<file path="src/rtl/exmon_pkg.sv">
package exmon_pkg;

  typedef enum logic [2:0] {
    OP_LOAD   = 3'd0,
    OP_STORE  = 3'd1,
    OP_LR     = 3'd2,
    OP_SC     = 3'd3,
    OP_AMO_RD = 3'd4,
    OP_AMO_WR = 3'd5
  } exop_e;

  function automatic logic op_is_excl(exop_e op);
    return (op == OP_LR) || (op == OP_SC) || (op == OP_AMO_RD) || (op == OP_AMO_WR);
  endfunction

  function automatic logic op_is_write(exop_e op);
    return (op == OP_STORE) || (op == OP_SC) || (op == OP_AMO_WR);
  endfunction

endpackage

</file>
<file path="src/rtl/exmon_dphase.sv">
module exmon_dphase
  import exmon_pkg::*;
#(
  parameter int AW = 32,
  localparam int WW = AW - 2
) (
  input  logic          clk,
  input  logic          rst_n,
  input  logic          aph_fire,
  input  exop_e         aph_op,
  input  logic [WW-1:0] aph_word,
  input  logic          hready,
  output logic          dph_valid,
  output exop_e         dph_op,
  output logic [WW-1:0] dph_word,
  output logic          dph_done
);

  always_ff @(posedge clk or negedge rst_n) begin
    if (!rst_n) begin
      dph_valid <= 1'b0;
      dph_op    <= OP_LOAD;
      dph_word  <= '0;
    end else if (aph_fire) begin
      dph_valid <= 1'b1;
      dph_op    <= aph_op;
      dph_word  <= aph_word;
    end else if (hready) begin
      dph_valid <= 1'b0;
    end
  end

  assign dph_done = dph_valid & hready;

endmodule

</file>
<file path="src/rtl/exmon_resv.sv">
module exmon_resv #(
  parameter int AW = 32,
  localparam int WW = AW - 2
) (
  input  logic          clk,
  input  logic          rst_n,
  input  logic          lr_done,
  input  logic          lr_ok,
  input  logic [WW-1:0] lr_word,
  input  logic          sc_taken,
  input  logic          trap_clear,
  input  logic [WW-1:0] query_word,
  output logic          match
);

  logic          held_q;
  logic [WW-1:0] word_q;

  always_ff @(posedge clk or negedge rst_n) begin
    if (!rst_n) begin
      held_q <= 1'b0;
      word_q <= '0;
    end else if (trap_clear || sc_taken) begin
      held_q <= 1'b0;
    end else if (lr_done) begin
      held_q <= lr_ok;
      word_q <= lr_word;
    end
  end

  assign match = held_q && (word_q == query_word);

endmodule

</file>
<file path="src/rtl/exmon_issue.sv">
module exmon_issue
  import exmon_pkg::*;
(
  input  logic  req_valid,
  input  exop_e op,
  input  logic  dph_valid,
  input  exop_e dph_op,
  input  logic  hready,
  input  logic  resv_match,
  output logic  req_ready,
  output logic  stall,
  output logic  fire,
  output logic  aph_fire,
  output logic  sc_local_fail
);

  logic waiting;
  logic excl_clash;

  always_comb begin
    waiting       = dph_valid && !hready;
    excl_clash    = op_is_excl(op) && dph_valid && op_is_excl(dph_op);
    req_ready     = !waiting && !excl_clash;
    stall         = req_valid && excl_clash;
    fire          = req_valid && req_ready;
    sc_local_fail = (op == OP_SC) && !resv_match;
    aph_fire      = fire && !sc_local_fail;
  end

endmodule

</file>
<file path="src/rtl/excl_monitor.sv">
module excl_monitor
  import exmon_pkg::*;
#(
  parameter int AW   = 32,
  parameter int XLEN = 32
) (
  input  logic            clk,
  input  logic            rst_n,
  input  logic            req_valid,
  output logic            req_ready,
  input  logic [2:0]      req_op,
  input  logic [AW-1:0]   req_addr,
  input  logic            trap_clear,
  output logic            bus_aph_valid,
  output logic [AW-1:0]   bus_haddr,
  output logic            bus_hwrite,
  output logic            bus_hexcl,
  input  logic            bus_hready,
  input  logic            bus_hexokay,
  output logic            excl_stall,
  output logic            sc_rsp_valid,
  output logic [XLEN-1:0] sc_rsp_result
);

  localparam int WW = AW - 2;

  exop_e         op;
  exop_e         dph_op;
  logic          dph_valid;
  logic          dph_done;
  logic [WW-1:0] dph_word;
  logic [WW-1:0] req_word;
  logic          resv_match;
  logic          fire;
  logic          aph_fire;
  logic          sc_local_fail;
  logic          local_rsp_q;
  logic          bus_sc_rsp;

  assign op       = exop_e'(req_op);
  assign req_word = req_addr[AW-1:2];

  exmon_issue u_issue (
    .req_valid    (req_valid),
    .op           (op),
    .dph_valid    (dph_valid),
    .dph_op       (dph_op),
    .hready       (bus_hready),
    .resv_match   (resv_match),
    .req_ready    (req_ready),
    .stall        (excl_stall),
    .fire         (fire),
    .aph_fire     (aph_fire),
    .sc_local_fail(sc_local_fail)
  );

  exmon_dphase #(.AW(AW)) u_dph (
    .clk      (clk),
    .rst_n    (rst_n),
    .aph_fire (aph_fire),
    .aph_op   (op),
    .aph_word (req_word),
    .hready   (bus_hready),
    .dph_valid(dph_valid),
    .dph_op   (dph_op),
    .dph_word (dph_word),
    .dph_done (dph_done)
  );

  exmon_resv #(.AW(AW)) u_resv (
    .clk       (clk),
    .rst_n     (rst_n),
    .lr_done   (dph_done && (dph_op == OP_LR)),
    .lr_ok     (bus_hexokay),
    .lr_word   (dph_word),
    .sc_taken  (fire && (op == OP_SC)),
    .trap_clear(trap_clear),
    .query_word(req_word),
    .match     (resv_match)
  );

  always_ff @(posedge clk or negedge rst_n) begin
    if (!rst_n) local_rsp_q <= 1'b0;
    else        local_rsp_q <= fire && sc_local_fail;
  end

  assign bus_sc_rsp    = dph_done && (dph_op == OP_SC);
  assign sc_rsp_valid  = local_rsp_q || bus_sc_rsp;
  assign sc_rsp_result = {{(XLEN-1){1'b0}}, local_rsp_q || (bus_sc_rsp && !bus_hexokay)};

  assign bus_aph_valid = aph_fire;
  assign bus_haddr     = req_addr;
  assign bus_hwrite    = aph_fire && op_is_write(op);
  assign bus_hexcl     = aph_fire && op_is_excl(op);

endmodule

</file>
<file path="config.mk">
export PLATFORM = sky130hd
export DESIGN_NAME = excl_monitor
export DESIGN_NICKNAME = d
export VERILOG_FILES = /design/src/rtl/exmon_pkg.sv /design/src/rtl/exmon_dphase.sv /design/src/rtl/exmon_resv.sv /design/src/rtl/exmon_issue.sv /design/src/rtl/excl_monitor.sv
export SDC_FILE = /design/constraint.sdc
export NUM_CORES = 1
export LEC_CHECK = 0
export BUFFER_PORTS_ARGS = -buffer_cell sky130_fd_sc_hd__buf_2
export CAP_MARGIN = 20
export CORE_MARGIN = 2
export CORE_UTILIZATION = 25
export DETAILED_ROUTE_END_ITERATION = 8
export SLEW_MARGIN = 20
export SYNTH_ARGS = -nofsm -noshare
export SYNTH_HDL_FRONTEND = slang
export SYNTH_SLANG_ARGS = --single-unit
</file>
<file path="constraint.sdc">
create_clock -name clk -period 4.6 [get_ports clk]
set_clock_uncertainty 0.2 [all_clocks]
set_input_delay 0.46 -clock clk [delete_from_list [all_inputs] [get_ports clk]]
set_output_delay 0.46 -clock clk [all_outputs]
set_load 0.02 [all_outputs]
</file>
==> qor.csv <==
metric;value;unit
outcome;completed;
vias_per_cell;4.62;
critPathBufInv;1;
dr_total_vias;3138;
utilization;0.286;
pwr-share-clk;0.287;
synth_top_area_share;0.391;
path_class;reg -> out;
power.internal;1470;uW
final_nets;495;
hpwl;7050;um
async_reset_ff_frac;1.00;
ys.flop_type;dfrtp_1;
setup_viol;0;
peakVddDrop;0.162;mV
synthAdderAreaFrac;0;
die_h;134;um
fillerInstances;1741;
drive_gt1_frac;0.255;
muxShareOfSynthArea;0.158;
gr-total-overflow;0;
slew_headroom;0.456;
r2r_start;u_resv.word_q[15];
io_buffers;75;
syn2layout_area_growth;11.9;%
dr.pass1.iters;4;
antenna_found_initial;0;
cts_tree;built;
ys_ff_latch;66;
ctsResizeCount;0;
synth_top_area_cell;dfrtp_1;
synthTopCellsByArea;dfrtp_1 (39%), buf_4 (12%), mux2i_1 (7.8%);
hold_violations;0;
ys_types;32;
timing.rr.end;u_dph.dph_word[27];
start_kind;flop;
synth_compound_area_frac;0.0720;
start_util;0.255;
p_comb_frac;0.277;
grt_pass1_wl;16800;um
cts_hold_buf;0;
endpoint_kind;output port;
seq_power_share;0.436;
total_power;2170;uW
synth_edf_count;0;
clkSinkCount;66;
switching_share;0.323;
crit_path_max_fanout;12;
layout_commonest_cell;buf_2;
syn-cell-area;0.00422;mm2
floorplan.die_area;0.0179;mm2
syn_inst;418;
ant_nets;0;
crit_slowest_cell;nor4_4;
cts_setup_buffers;0;
fmax;306;MHz
drc;0;
core-area;0.0165;mm2
mostFrequentLayoutCells;buf_2 (75), dfrtp_1 (66), nand2_1 (37), nand4_1 (37), mux2i_1 (33);
power_density;460;mW/mm2
gp_congestion;0.796;
worst_hold_path_type;in -> async;
ios;111;
cap_violations;0;
layout_min_cycle_time;3270;ps
required;3940;ps
worst-path-stages;6;
yosys.area_share.xor_xnor;0.0664;
cts_root_buf;clkbuf_16;
tightestPinTransition;815;ps
rows;47;
drt-total-wl;10500;um
clock_latency;340;ps
yosysSeqAreaShare;0.391;
cp_cell_sequence;xnor2_1, nand4_1, nor4_4, nand2_1, a311oi_1, buf_2;
tns;0;ps
die_w;134;um
synth_top_family_by_area;simple AND/OR/NAND/NOR gates;
leakage;0.00199;uW
rr_worst_depth;7;
first_iter_violations;191;
wl_per_cell;15.4;um
worstPathArrival;2610;ps
critical-path-top-delay-family;simple AND/OR/NAND/NOR gates;
ys_warn_count;0;
synth_area_per_cell;10.1;um2
grt_start_max_net_pins;37;
grtUsageTotal;0.119;
h-tree-depth;3;
slew_viol_final;0;
first_global_vias;3088;
max_stage_delay;730;ps
cts_inserted_buffers;9;
antenna_cells;0;
synth_simple_gate_area_frac;0.162;
fin_crit_sh;0.710;
r2r_slack;1730;ps
cts_max_path_buffers;2;
rsz0062_at_grt;false;
cts.reportedPaths.clkPinSlew;50;ps
power.switching;702;uW
[stage by stage]
step / std cells / worst slack (ps) / hold slack, ps / instance area (um2)
CTS: 679 / 1320 / 36.8 / 4720
detailed placement: 663 / 1450 / 298 / 4460
floorplan: 448 / 2040 / -35.6 / 4330
global placement: 663 / 1490 / 289 / 4460
global route: 679 / 1150 / 68.1 / 4720
finish: 679 / 1330 / 14.6 / 4720
[cells in the mapped netlist, types with 4 or more instances]
cell type	instances
a21oi_1	4
dfrtp_1	66
and2_1	31
xnor2_1	32
o211ai_1	30
mux2_2	15
nand2_1	37
mux2i_1	33
nand4_1	37
mux2_1	15
buf_4	65
buf_2	11
clkbuf_1	11
[area by class of cell]
cell class,instances,area (um2),share of cell area
inverter,3,11.3,0.00238
tap,220,275,0.0583
clock inverter,3,15.0,0.00318
sequential,66,1650,0.350
multi-input combinational,289,2070,0.438
clock buffer,13,250,0.0530
timing repair buffer,85,450,0.0954
[logic make-up (layout without fill, tap and decap cells)]
group,after synthesis,after routing
muxes,63,63
other,1,31
xor gates and xnor gates,32,32
and+or+nand+nor,120,120
AOI/OAI and AO/OA,43,43
DFF,66,66
buffers and inverters,93,104
[worst max-delay path by stage]
stage / start / to / slack, ps
after floorplan: req_addr[10] / bus_hexcl / 2040
after global placement: req_addr[17] / bus_hexcl / 1490
after detailed placement: req_addr[17] / bus_hexcl / 1450
after CTS: u_resv.word_q[15] / bus_hexcl / 1320
after global routing: u_resv.word_q[15] / bus_hexcl / 1150
final: u_resv.word_q[15] / bus_hexcl / 1330
[power groups by stage]
stage / combinational, uW / clock, uW / sequential (uW)
3_5_place_dp: 607 / 0 / 957
4_1_cts: 610 / 641 / 947
6_report: 602 / 625 / 947
2_1_floorplan: 501 / 0 / 916
5_1_grt: 665 / 667 / 978
3_3_place_gp: 589 / 0 / 937
[per-layer routing]
| metal | wire length (um) | share of wire | vias to the layer above | GRT usage |
|---|---|---|---|---|
| met4 | 148 | 0.014 | 0 | 0.0349 |
| met2 | 4980 | 0.48 | 112 | 0.192 |
| li1 | - | - | 1450 | - |
| met3 | 609 | 0.058 | 12 | 0.0299 |
| met5 | 0 | 0 | - | 0 |
| met1 | 4720 | 0.45 | 1564 | 0.158 |
[flip-flops by register name (all words and copies together), names as in the netlist]
name and count:
local_rsp_q 1, u_dph.dph_valid 1, u_resv.held_q 1, u_dph.dph_word 30, u_resv.word_q 30, u_dph.dph_op 3
Note: power is estimated with default switching activity, not from simulation.
